**src/rtl/bha_pkg.sv**
```systemverilog
package bha_pkg;

  typedef enum logic [1:0] {
    ST_IDLE    = 2'd0,
    ST_FLOAT   = 2'd1,
    ST_HELD    = 2'd2,
    ST_RELEASE = 2'd3
  } hold_st_e;

  // A hold may be granted when the protocol is on, the request is low
  // and the local bus sits at a cycle boundary.
  function automatic logic grant_ok(input logic en, input logic req_n,
                                    input logic busy);
    return en & ~req_n & ~busy;
  endfunction

  // A hold is wanted (independent of the local bus state).
  function automatic logic hold_wanted(input logic en, input logic req_n);
    return en & ~req_n;
  endfunction

endpackage

```
**src/rtl/bha_seq.sv**
```systemverilog
module bha_seq
  import bha_pkg::*;
(
  input  logic     clk,
  input  logic     rst_n,
  input  logic     hold_req_n,
  input  logic     proto_en,
  input  logic     bus_busy,
  output hold_st_e state,
  output logic     grant_evt,
  output logic     release_evt,
  output logic     float_on,
  output logic     ack_on
);

  hold_st_e state_d;

  assign grant_evt   = (state == ST_IDLE) && grant_ok(proto_en, hold_req_n, bus_busy);
  assign release_evt = (state == ST_HELD) && hold_req_n;

  always_comb begin
    state_d = state;
    unique case (state)
      ST_IDLE:    if (grant_evt) state_d = ST_FLOAT;
      ST_FLOAT:   state_d = ST_HELD;
      ST_HELD:    if (release_evt) state_d = ST_RELEASE;
      ST_RELEASE: state_d = ST_IDLE;
      default:    state_d = ST_IDLE;
    endcase
  end

  always_ff @(posedge clk or negedge rst_n) begin
    if (!rst_n) state <= ST_IDLE;
    else        state <= state_d;
  end

  assign float_on = (state != ST_IDLE);
  assign ack_on   = (state == ST_HELD);

endmodule

```
**src/rtl/bha_breq.sv**
```systemverilog
module bha_breq
  import bha_pkg::*;
(
  input  logic     clk,
  input  logic     rst_n,
  input  hold_st_e state,
  input  logic     hold_req_n,
  input  logic     cycle_pending,
  output logic     breq_set_evt,
  output logic     breq_clr_evt,
  output logic     breq_on
);

  // Set is only possible in the state before acknowledge or during it,
  // so the request can rise together with the acknowledge but not before.
  assign breq_set_evt = ((state == ST_FLOAT) || (state == ST_HELD)) &&
                        !hold_req_n && cycle_pending;
  assign breq_clr_evt = (state == ST_HELD) && hold_req_n;

  always_ff @(posedge clk or negedge rst_n) begin
    if (!rst_n)            breq_on <= 1'b0;
    else if (breq_clr_evt) breq_on <= 1'b0;
    else if (breq_set_evt) breq_on <= 1'b1;
  end

endmodule

```
**src/rtl/bha_pincfg.sv**
```systemverilog
module bha_pincfg #(
  parameter int                NPIN    = 3,
  parameter logic [NPIN-1:0]   CFG_RST = '0
) (
  input  logic            clk,
  input  logic            rst_n,
  input  logic            lock,
  input  logic            cfg_wr,
  input  logic [NPIN-1:0] cfg_wdata,
  output logic            cfg_take_evt,
  output logic [NPIN-1:0] pin_role
);

  localparam logic [NPIN-1:0] ROLE_FORCED = {NPIN{1'b1}};

  logic [NPIN-1:0] cfg_q;

  assign cfg_take_evt = cfg_wr && !lock;

  always_ff @(posedge clk or negedge rst_n) begin
    if (!rst_n)            cfg_q <= CFG_RST;
    else if (cfg_take_evt) cfg_q <= cfg_wdata;
  end

  for (genvar i = 0; i < NPIN; i++) begin : g_role
    assign pin_role[i] = lock ? ROLE_FORCED[i] : cfg_q[i];
  end

endmodule

```
**src/rtl/bus_hold_arbiter.sv**
```systemverilog
module bus_hold_arbiter
  import bha_pkg::*;
#(
  parameter int              NPIN    = 3,
  parameter logic [NPIN-1:0] CFG_RST = '0
) (
  input  logic            clk,
  input  logic            rst_n,
  input  logic            hold_req_n,
  input  logic            proto_en,
  input  logic            bus_busy,
  input  logic            cycle_pending,
  input  logic            cfg_wr,
  input  logic [NPIN-1:0] cfg_wdata,
  output logic            hold_ack_n,
  output logic            bus_req_n,
  output logic            bus_float,
  output logic            cycle_allow,
  output logic            pin_lock,
  output logic [NPIN-1:0] pin_role
);

  hold_st_e state;
  logic     grant_evt;
  logic     release_evt;
  logic     float_on;
  logic     ack_on;
  logic     breq_set_evt;
  logic     breq_clr_evt;
  logic     breq_on;
  logic     cfg_take_evt;

  bha_seq u_seq (
    .clk         (clk),
    .rst_n       (rst_n),
    .hold_req_n  (hold_req_n),
    .proto_en    (proto_en),
    .bus_busy    (bus_busy),
    .state       (state),
    .grant_evt   (grant_evt),
    .release_evt (release_evt),
    .float_on    (float_on),
    .ack_on      (ack_on)
  );

  bha_breq u_breq (
    .clk           (clk),
    .rst_n         (rst_n),
    .state         (state),
    .hold_req_n    (hold_req_n),
    .cycle_pending (cycle_pending),
    .breq_set_evt  (breq_set_evt),
    .breq_clr_evt  (breq_clr_evt),
    .breq_on       (breq_on)
  );

  bha_pincfg #(.NPIN(NPIN), .CFG_RST(CFG_RST)) u_pincfg (
    .clk          (clk),
    .rst_n        (rst_n),
    .lock         (proto_en),
    .cfg_wr       (cfg_wr),
    .cfg_wdata    (cfg_wdata),
    .cfg_take_evt (cfg_take_evt),
    .pin_role     (pin_role)
  );

  assign hold_ack_n  = ~ack_on;
  assign bus_req_n   = ~breq_on;
  assign bus_float   = float_on;
  assign pin_lock    = proto_en;
  assign cycle_allow = (state == ST_IDLE) && !hold_wanted(proto_en, hold_req_n);

endmodule

```
**config.mk**
```make
export PLATFORM = sky130hd
export DESIGN_NAME = bus_hold_arbiter
export DESIGN_NICKNAME = d
export VERILOG_FILES = /design/src/rtl/bha_pkg.sv /design/src/rtl/bha_seq.sv /design/src/rtl/bha_breq.sv /design/src/rtl/bha_pincfg.sv /design/src/rtl/bus_hold_arbiter.sv
export SDC_FILE = /design/constraint.sdc
export NUM_CORES = 1
export LEC_CHECK = 0
export CAP_MARGIN = 20
export CORE_AREA = 4 4 41 43
export DETAILED_ROUTE_END_ITERATION = 8
export DIE_AREA = 0 0 45 47
export GPL_TIMING_DRIVEN = 0
export SKIP_LAST_GASP = 1
export SLEW_MARGIN = 20
export SYNTH_ARGS = -nofsm -noshare
export SYNTH_HDL_FRONTEND = slang
export SYNTH_SLANG_ARGS = --single-unit
```
**constraint.sdc**
```tcl
create_clock -name clk -period 3.75 [get_ports clk]
set_input_delay 0.75 -clock clk [delete_from_list [all_inputs] [get_ports clk]]
set_output_delay 0.75 -clock clk [all_outputs]
set_load 0.02 [all_outputs]
```
=== Word level (Yosys, flattened, before mapping) ===
Index checks and enable logic that the tools add are counted.

* Bitwise gates (word level): 6
* Multiplexer cells: 8
* Reduce and logical (&&, ||, !) cells: 14
* Eq/ne operators: 5

{| class="wikitable"
|+ Operators by type and width
! operator !! number
|-
| 2-bit one-hot mux with 4 select lines || 1
|-
| 1-bit logical AND || 6
|-
| 1-bit two-way mux || 5
|-
| 2-bit equality test (second input constant) || 2
|-
| 2-bit two-way mux || 2
|-
| 1-bit inverter || 4
|-
| 2-bit nonzero test || 2
|-
| 1-bit logical NOT || 3
|-
| 1-bit bitwise AND || 2
|-
| 2-bit by 1-bit equality test with 1-bit output (second input constant) || 1
|-
| 2-bit logical NOT || 1
|-
| 2-bit by 1-bit inequality test with 1-bit output (second input constant) || 1
|-
| 2-bit inequality test (second input constant) || 1
|-
| 2-bit AND reduction || 1
|-
| 1-bit logical OR || 1
|}

* Bits in registers: 6
* Output and inout port bits: 8
* Input bits: 10
* Word-level logic and storage cells: 36

=== Depth between registers and ports, before layout ===
Gate-level depths: netlist of the first run.

* Depth after elaboration: 6
* Depth in mapped cells: 4

=== Cells and area by module ===
From an unflattened synthesis of the first run, not the netlist that was laid out.

* Cell total of the unflattened synthesis: 36
* Area, all modules: 399.1 um^2

{| class="wikitable"
|+ By module, submodules not included
! module !! area each (um^2) !! instances !! cells each !! seq. area each (um^2)
|-
| bha_pincfg || 152.6 || 1 || 10 || 75.1
|-
| bha_seq || 140.1 || 1 || 14 || 50.0
|-
| bha_breq || 75.1 || 1 || 7 || 25.0
|-
| bus_hold_arbiter || 31.3 || 1 || 5 || 0.0
|}

=== Worst setup path before layout of the first run ===
Ideal clock, no wire load.

* Path kind: input-to-output
* Start: input hold_req_n
* End: output cycle_allow
* Path buffers: 0
* Arrival: 1.134 ns
* Setup slack: 1.866 ns
* Stages: 2
* Required time: 3.000 ns
* Path through: inv_1 -> a21oi_1

* Longest elaborated chain between the ends: 4

{| class="wikitable"
|+ RTL lines
! element !! line !! RTL
|-
| start, declared || bus_hold_arbiter.sv:9 || <nowiki>input logic hold_req_n,</nowiki>
|-
| 1-bit inverter || bha_pkg.sv:19 || <nowiki>return en & ~req_n;</nowiki>
|-
| 1-bit bitwise AND || bha_pkg.sv:19 ||
|-
| 1-bit logical NOT || bus_hold_arbiter.sv:71 || <nowiki>assign cycle_allow = (state == ST_IDLE) && !hold_wanted(proto_en, hold_req_n);</nowiki>
|-
| 1-bit logical AND || bus_hold_arbiter.sv:71 ||
|-
| end, declared || bus_hold_arbiter.sv:18 || <nowiki>output logic cycle_allow,</nowiki>
|}

Every way passes these cells.

=== Worst setup path after layout of the first run ===
* Start: input proto_en
* End: output pin_role[1]

* Longest elaborated chain between the ends: 1

{| class="wikitable"
|+ RTL lines
! element !! line !! RTL
|-
| start, declared || bus_hold_arbiter.sv:10 || <nowiki>input logic proto_en,</nowiki>
|-
| 1-bit two-way mux || bha_pincfg.sv:26 || <nowiki>assign pin_role[i] = lock ? ROLE_FORCED[i] : cfg_q[i];</nowiki>
|-
| end, declared || bus_hold_arbiter.sv:20 || <nowiki>output logic [NPIN-1:0] pin_role</nowiki>
|}

Every way passes these cells.

==> flow_summary.toml, run 1 <==
[status]
outcome = "finished, final reports clean"

[power]
irDropWorstVdd_mv = 0.259
total_power_uw = 340
p_leak_nw = 0.241
powerDensity_mw_per_mm2 = 636

[placement]
dp_hpwl_um = 534
numPortBuffers = 17
globalplace.congestion = 0.687

[drt]
antenna_left = 0
drt_iter0_drc = 2
dr.pass1.iters = 3
wl_per_cell_um = 9.78
drc_errors = 0
avgViaCountPerCell = 4.20
vias = 269
drt_wl_total_um = 626

[yosys]
synth_cell_types = 13
syn_nets = 41
yosys_warnings = 0
syn-mean-instance-area_um2 = 11.1
seq_area_frac_synth_pct = 46.5
synth-seq-cells = 6
syn_area_um2 = 323
syn_inst = 29

[sta]
hold_viol = 0
setup_tns_ns = 0
fmax_mhz = 345
fin_crit_sh_pct = 77.3
fin_skew_ns = 0.000318
max_slew_margin_pct = 82.4
period_needed_ns = 2.90
slew_viol_final = 0
rsz0062_at_grt = "false"
setup_viol = 0
worst-slew-pin-transition_ns = 0.263

[global_routing]
grtUsageTotal_pct = 7.15
grt_first_pass_wirelength_mm = 1.01
grt_max_degree = 8
grt_pass1_vias = 255
grt_overflow = 0
antenna_found_initial = 0

[clock_network]
cts-hold-fix-buffers = 0
cts_made_buffers = 3
path_clk_slew_ns = 0.04
postCtsSetupBuffers = 0
cts_buffer_depth = 2
clk_latency_ns = 0.24
cts.sinks = 6
root_buffer = "clkbuf_4"
htree_levels = 1
post_cts_resized = 0
cts_tree = "yes"

[final_layout]
antennaDiodeCount = 0
area_growth_pct = 65.5
drive_gt1_share_pct = 22.4
final_nets = 63

[die]
row_count = 13
fp.dieArea_mm2 = 0.00212
pin_count = 18
fp.dieW_um = 45
dieHeight_um = 47
initial_utilization_pct = 24.8
core-area_mm2 = 0.00130

[worst_setup_path]
crit_required_ns = 3.00
worstRegToRegCells = 4
cp-start-kind = "primary input"
worstPathMaxFanout = 7
worst-setup-path-type = "primary input to output pin"
worstSetupEndpointType = "output pin"
cp.arrival_ns = 2.15

[job]
cap_violations = 0

[hold_path]
holdCritPathClass = "flop to flop"
min_path_cells = 1
## synthesized netlist by cell type
cell type / n / share of area, %
or3b_1: 1 / 2.7
a22oi_2: 1 / 3.9
inv_1: 6 / 7.0
buf_4: 1 / 2.3
mux2_2: 3 / 10
mux2_1: 1 / 3.5
o22a_1: 1 / 2.7
or2_2: 3 / 5.8
o22ai_1: 1 / 1.9
a21oi_1: 2 / 3.1
and2b_1: 1 / 2.3
dfrtp_1: 6 / 47
ha_1: 2 / 7.8
## through the flow
step | area [um^2] | setup slack, ns | hold WS, ns | utilization (%) | cells
finish | 534 | 0.851 | 0.493 | 41.1 | 64
global route | 534 | 0.807 | 0.535 | 41.1 | 64
CTS | 534 | 0.839 | 0.497 | 41.1 | 64
detailed placement | 512 | 0.841 | 0.487 | 39.3 | 61
global placement | 512 | 0.861 | 0.479 | 39.3 | 61
floorplan | 323 | 1.87 | 0.454 | - | 29
## worst max-delay path, stage by stage
cell and delay (ns):
clkdlybuf4s50_1 0.52, or2_2 0.34, clkdlybuf4s50_1 0.54
## state kept, by name (all words and copies together), names as in the netlist
| name | flops |
|---|---|
| u_seq.state | 2 |
| u_pincfg.cfg_q | 3 |
| u_breq.breq_on | 1 |
## report_power, final
part / internal [mW] / total [mW] / switching, mW
Clock: 0.0360 / 0.0567 / 0.0206
Sequential: 0.0868 / 0.0967 / 0.00989
Combinational: 0.0977 / 0.186 / 0.0887
Total: 0.221 / 0.340 / 0.119
## placed cells by master (no fill, tap or decap)
master / instances
a21oi_1: 2
a22oi_2: 1
and2b_1: 1
buf_4: 1
clkbuf_4: 3
clkdlybuf4s50_1: 17
dfrtp_1: 6
ha_1: 2
inv_1: 6
mux2_1: 1
mux2_2: 3
o22a_1: 1
o22ai_1: 1
or2_2: 3
or3b_1: 1
## worst paths after layout
path	start	end	slack (ns)
max	proto_en	pin_role[1]	0.85
min	u_pincfg.cfg_q[2]	u_pincfg.cfg_q[2]	0.49
max reg2reg	u_seq.state[0]	u_seq.state[1]	2.46
min reg2reg	u_pincfg.cfg_q[2]	u_pincfg.cfg_q[2]	0.49
max in group asynchronous	rst_n	u_pincfg.cfg_q[1]	2.79
min in group asynchronous	rst_n	u_pincfg.cfg_q[2]	0.75
## final cells by class
| type | instances | area (um^2) |
|---|---|---|
| clock buffer | 3 | 22.5 |
| tap | 15 | 18.8 |
| inverter | 6 | 22.5 |
| timing repair buffer | 17 | 170 |
| buffer | 1 | 7.51 |
| fill | 138 | 767 |
| sequential | 6 | 150 |
| multi-input combinational | 16 | 143 |
## cell families after synthesis
group	share of synthesized area (%)
adders and majority gates	7.75
buffers and inverters	9.30
and+or+nand+nor	10.9
AOI/OAI and AO/OA	11.6
muxes	14.0
DFF	46.5
## per-layer routing
metal  up-vias  global-route usage (%)  routed length (um)
met5         -                       0                   0
met4         0                    7.02                  17
met3         2                    2.68                  78
met2        13                    10.5                 291
met1       117                    7.87                 238
li1        137                       -                   -
Note: power is estimated with default switching activity, not from simulation.
==> run 2, diff against run 1 <==
==> constraint.sdc (replaced) <==
create_clock -name clk -period 2.37 [get_ports clk]
set_input_delay 0.474 -clock clk [delete_from_list [all_inputs] [get_ports clk]]
set_output_delay 0.474 -clock clk [all_outputs]
set_load 0.02 [all_outputs]
==> run 2 against run 1 <==
Against the previous run:
- cell count unchanged
- critical path depth unchanged
- via count unchanged
- final area increased by 1.9%
- clock power increased by 58%
- total power increased by 57%
- worst setup slack got worse by 0.76 ns
==> flow_summary.toml, run 2 (synthesis gave the netlist of run 1 again) <==
[die]
dieHeight_um = 47
pin_count = 18
row_count = 13
core-area_mm2 = 0.00130
initial_utilization_pct = 24.8
fp.dieArea_mm2 = 0.00212
fp.dieW_um = 45

[drt]
drc_errors = 0
vias = 269
route.met3.wl_um = 71
top_layer = "met4"
drt_iter0_drc = 3
route.met2.wl_um = 294
wl_met1_um = 251
drt_wl_total_um = 635
antenna_left = 0
avgViaCountPerCell = 4.20
dr.pass1.iters = 4
wl_per_cell_um = 9.92

[worst_setup_path]
timing.rr.start = "u_seq.state[0]"
r2r_slack_ns = 1.08
worstSetupEndpointType = "output pin"
worstPathMaxFanout = 7
worst-setup-path-type = "primary input to output pin"
cp-start-kind = "primary input"
crit_required_ns = 1.90
cp-startpoint = "proto_en"
cp.arrival_ns = 1.80

[global_routing]
grt_pass1_vias = 255
grt_overflow = 0
antenna_found_initial = 0
grt_max_degree = 8
grtUsageTotal_pct = 7.15
grt_first_pass_wirelength_mm = 1.01

[clock_network]
root_buffer = "clkbuf_4"
cts_tree = "yes"
cts_made_buffers = 3
cts.sinks = 6
cts_buffer_depth = 2
htree_levels = 1
path_clk_slew_ns = 0.04
clk_latency_ns = 0.24

[placement]
numPortBuffers = 17
globalplace.congestion = 0.687
dp_hpwl_um = 534

[sta]
slew_viol_final = 0
fin_skew_ns = 0.000135
max_slew_margin_pct = 82.4
hold_viol = 0
fmax_mhz = 439
setup_viol = 0
period_needed_ns = 2.28
rsz0062_at_grt = "false"
worst-slew-pin-transition_ns = 0.263
fin_crit_sh_pct = 96.1
setup_tns_ns = 0
hold-worst-slack_ns = 0.474

[final_layout]
top_register = "u_pincfg.cfg_q"
mostFrequentLayoutCells = "clkdlybuf4s50_1, inv_1, dfrtp_1"
largest_reg_flops = 3
antennaDiodeCount = 0
post-route-util_pct = 41.8
top_regs = "u_pincfg.cfg_q: 3 flops, u_seq.state: 2 flops, u_breq.breq_on: 1 flops"
final_nets = 63
final_common_cell = "clkdlybuf4s50_1"
area_growth_pct = 68.6
drive_gt1_share_pct = 22.4

[hold_path]
holdCritPathClass = "primary input to async pin"

[power]
irDropWorstVdd_mv = 0.408
total_power_uw = 535
p_leak_nw = 0.270
powerDensity_mw_per_mm2 = 983

[job]
cap_violations = 0

[status]
outcome = "finished, final reports clean"
run 2: area by class of cell:
class	instances	area (um^2)
buffer	1	7.51
clock buffer	3	22.5
fill	140	757
inverter	6	22.5
multi-input combinational	16	143
sequential	6	150
tap	15	18.8
timing repair buffer	17	180
run 2: critical path, cell delays in order:
cell	delay, ns
clkdlybuf4s50_1	0.60
buf_4	0.15
clkdlybuf4s50_1	0.59
run 2: per-layer routing:
metal,vias to the layer above,GRT usage [%]
li1,137,-
met1,117,7.87
met2,13,10.5
met3,2,2.68
met4,0,7.02
met5,-,0
run 2: repair_timing:
item,in CTS,in global routing
setup buffers,0,0
setup endpoints to repair,0,4
gates resized for setup,0,4
endpoints found under the hold margin,0,0
hold buffers,0,0
run 2: final timing paths:
path                                      to  cells after the start
setup / recovery                    pin_lock                      3
hold / removal                u_breq.breq_on                      1
setup reg to reg              u_seq.state[1]                      4
hold reg to reg            u_pincfg.cfg_q[2]                      1
max in group asynchronous     u_seq.state[0]                      1
min in group clk           u_pincfg.cfg_q[2]                      1
run 2: stage by stage:
stage | setup slack (ns) | area [um^2] | instances
floorplan | 0.791 | 323 | 29
global placement | 0.0327 | 512 | 61
detailed placement | 0.0127 | 512 | 61
CTS | 0.0106 | 534 | 64
global route | 0.0569 | 544 | 64
finish | 0.0917 | 544 | 64
run 2: where the power goes:
group,switching [mW],leakage [nW],internal (mW)
Clock,0.0328,0.0138,0.0570
Sequential,0.0157,0.0698,0.137
Combinational,0.140,0.186,0.152
Total,0.189,0.269,0.346
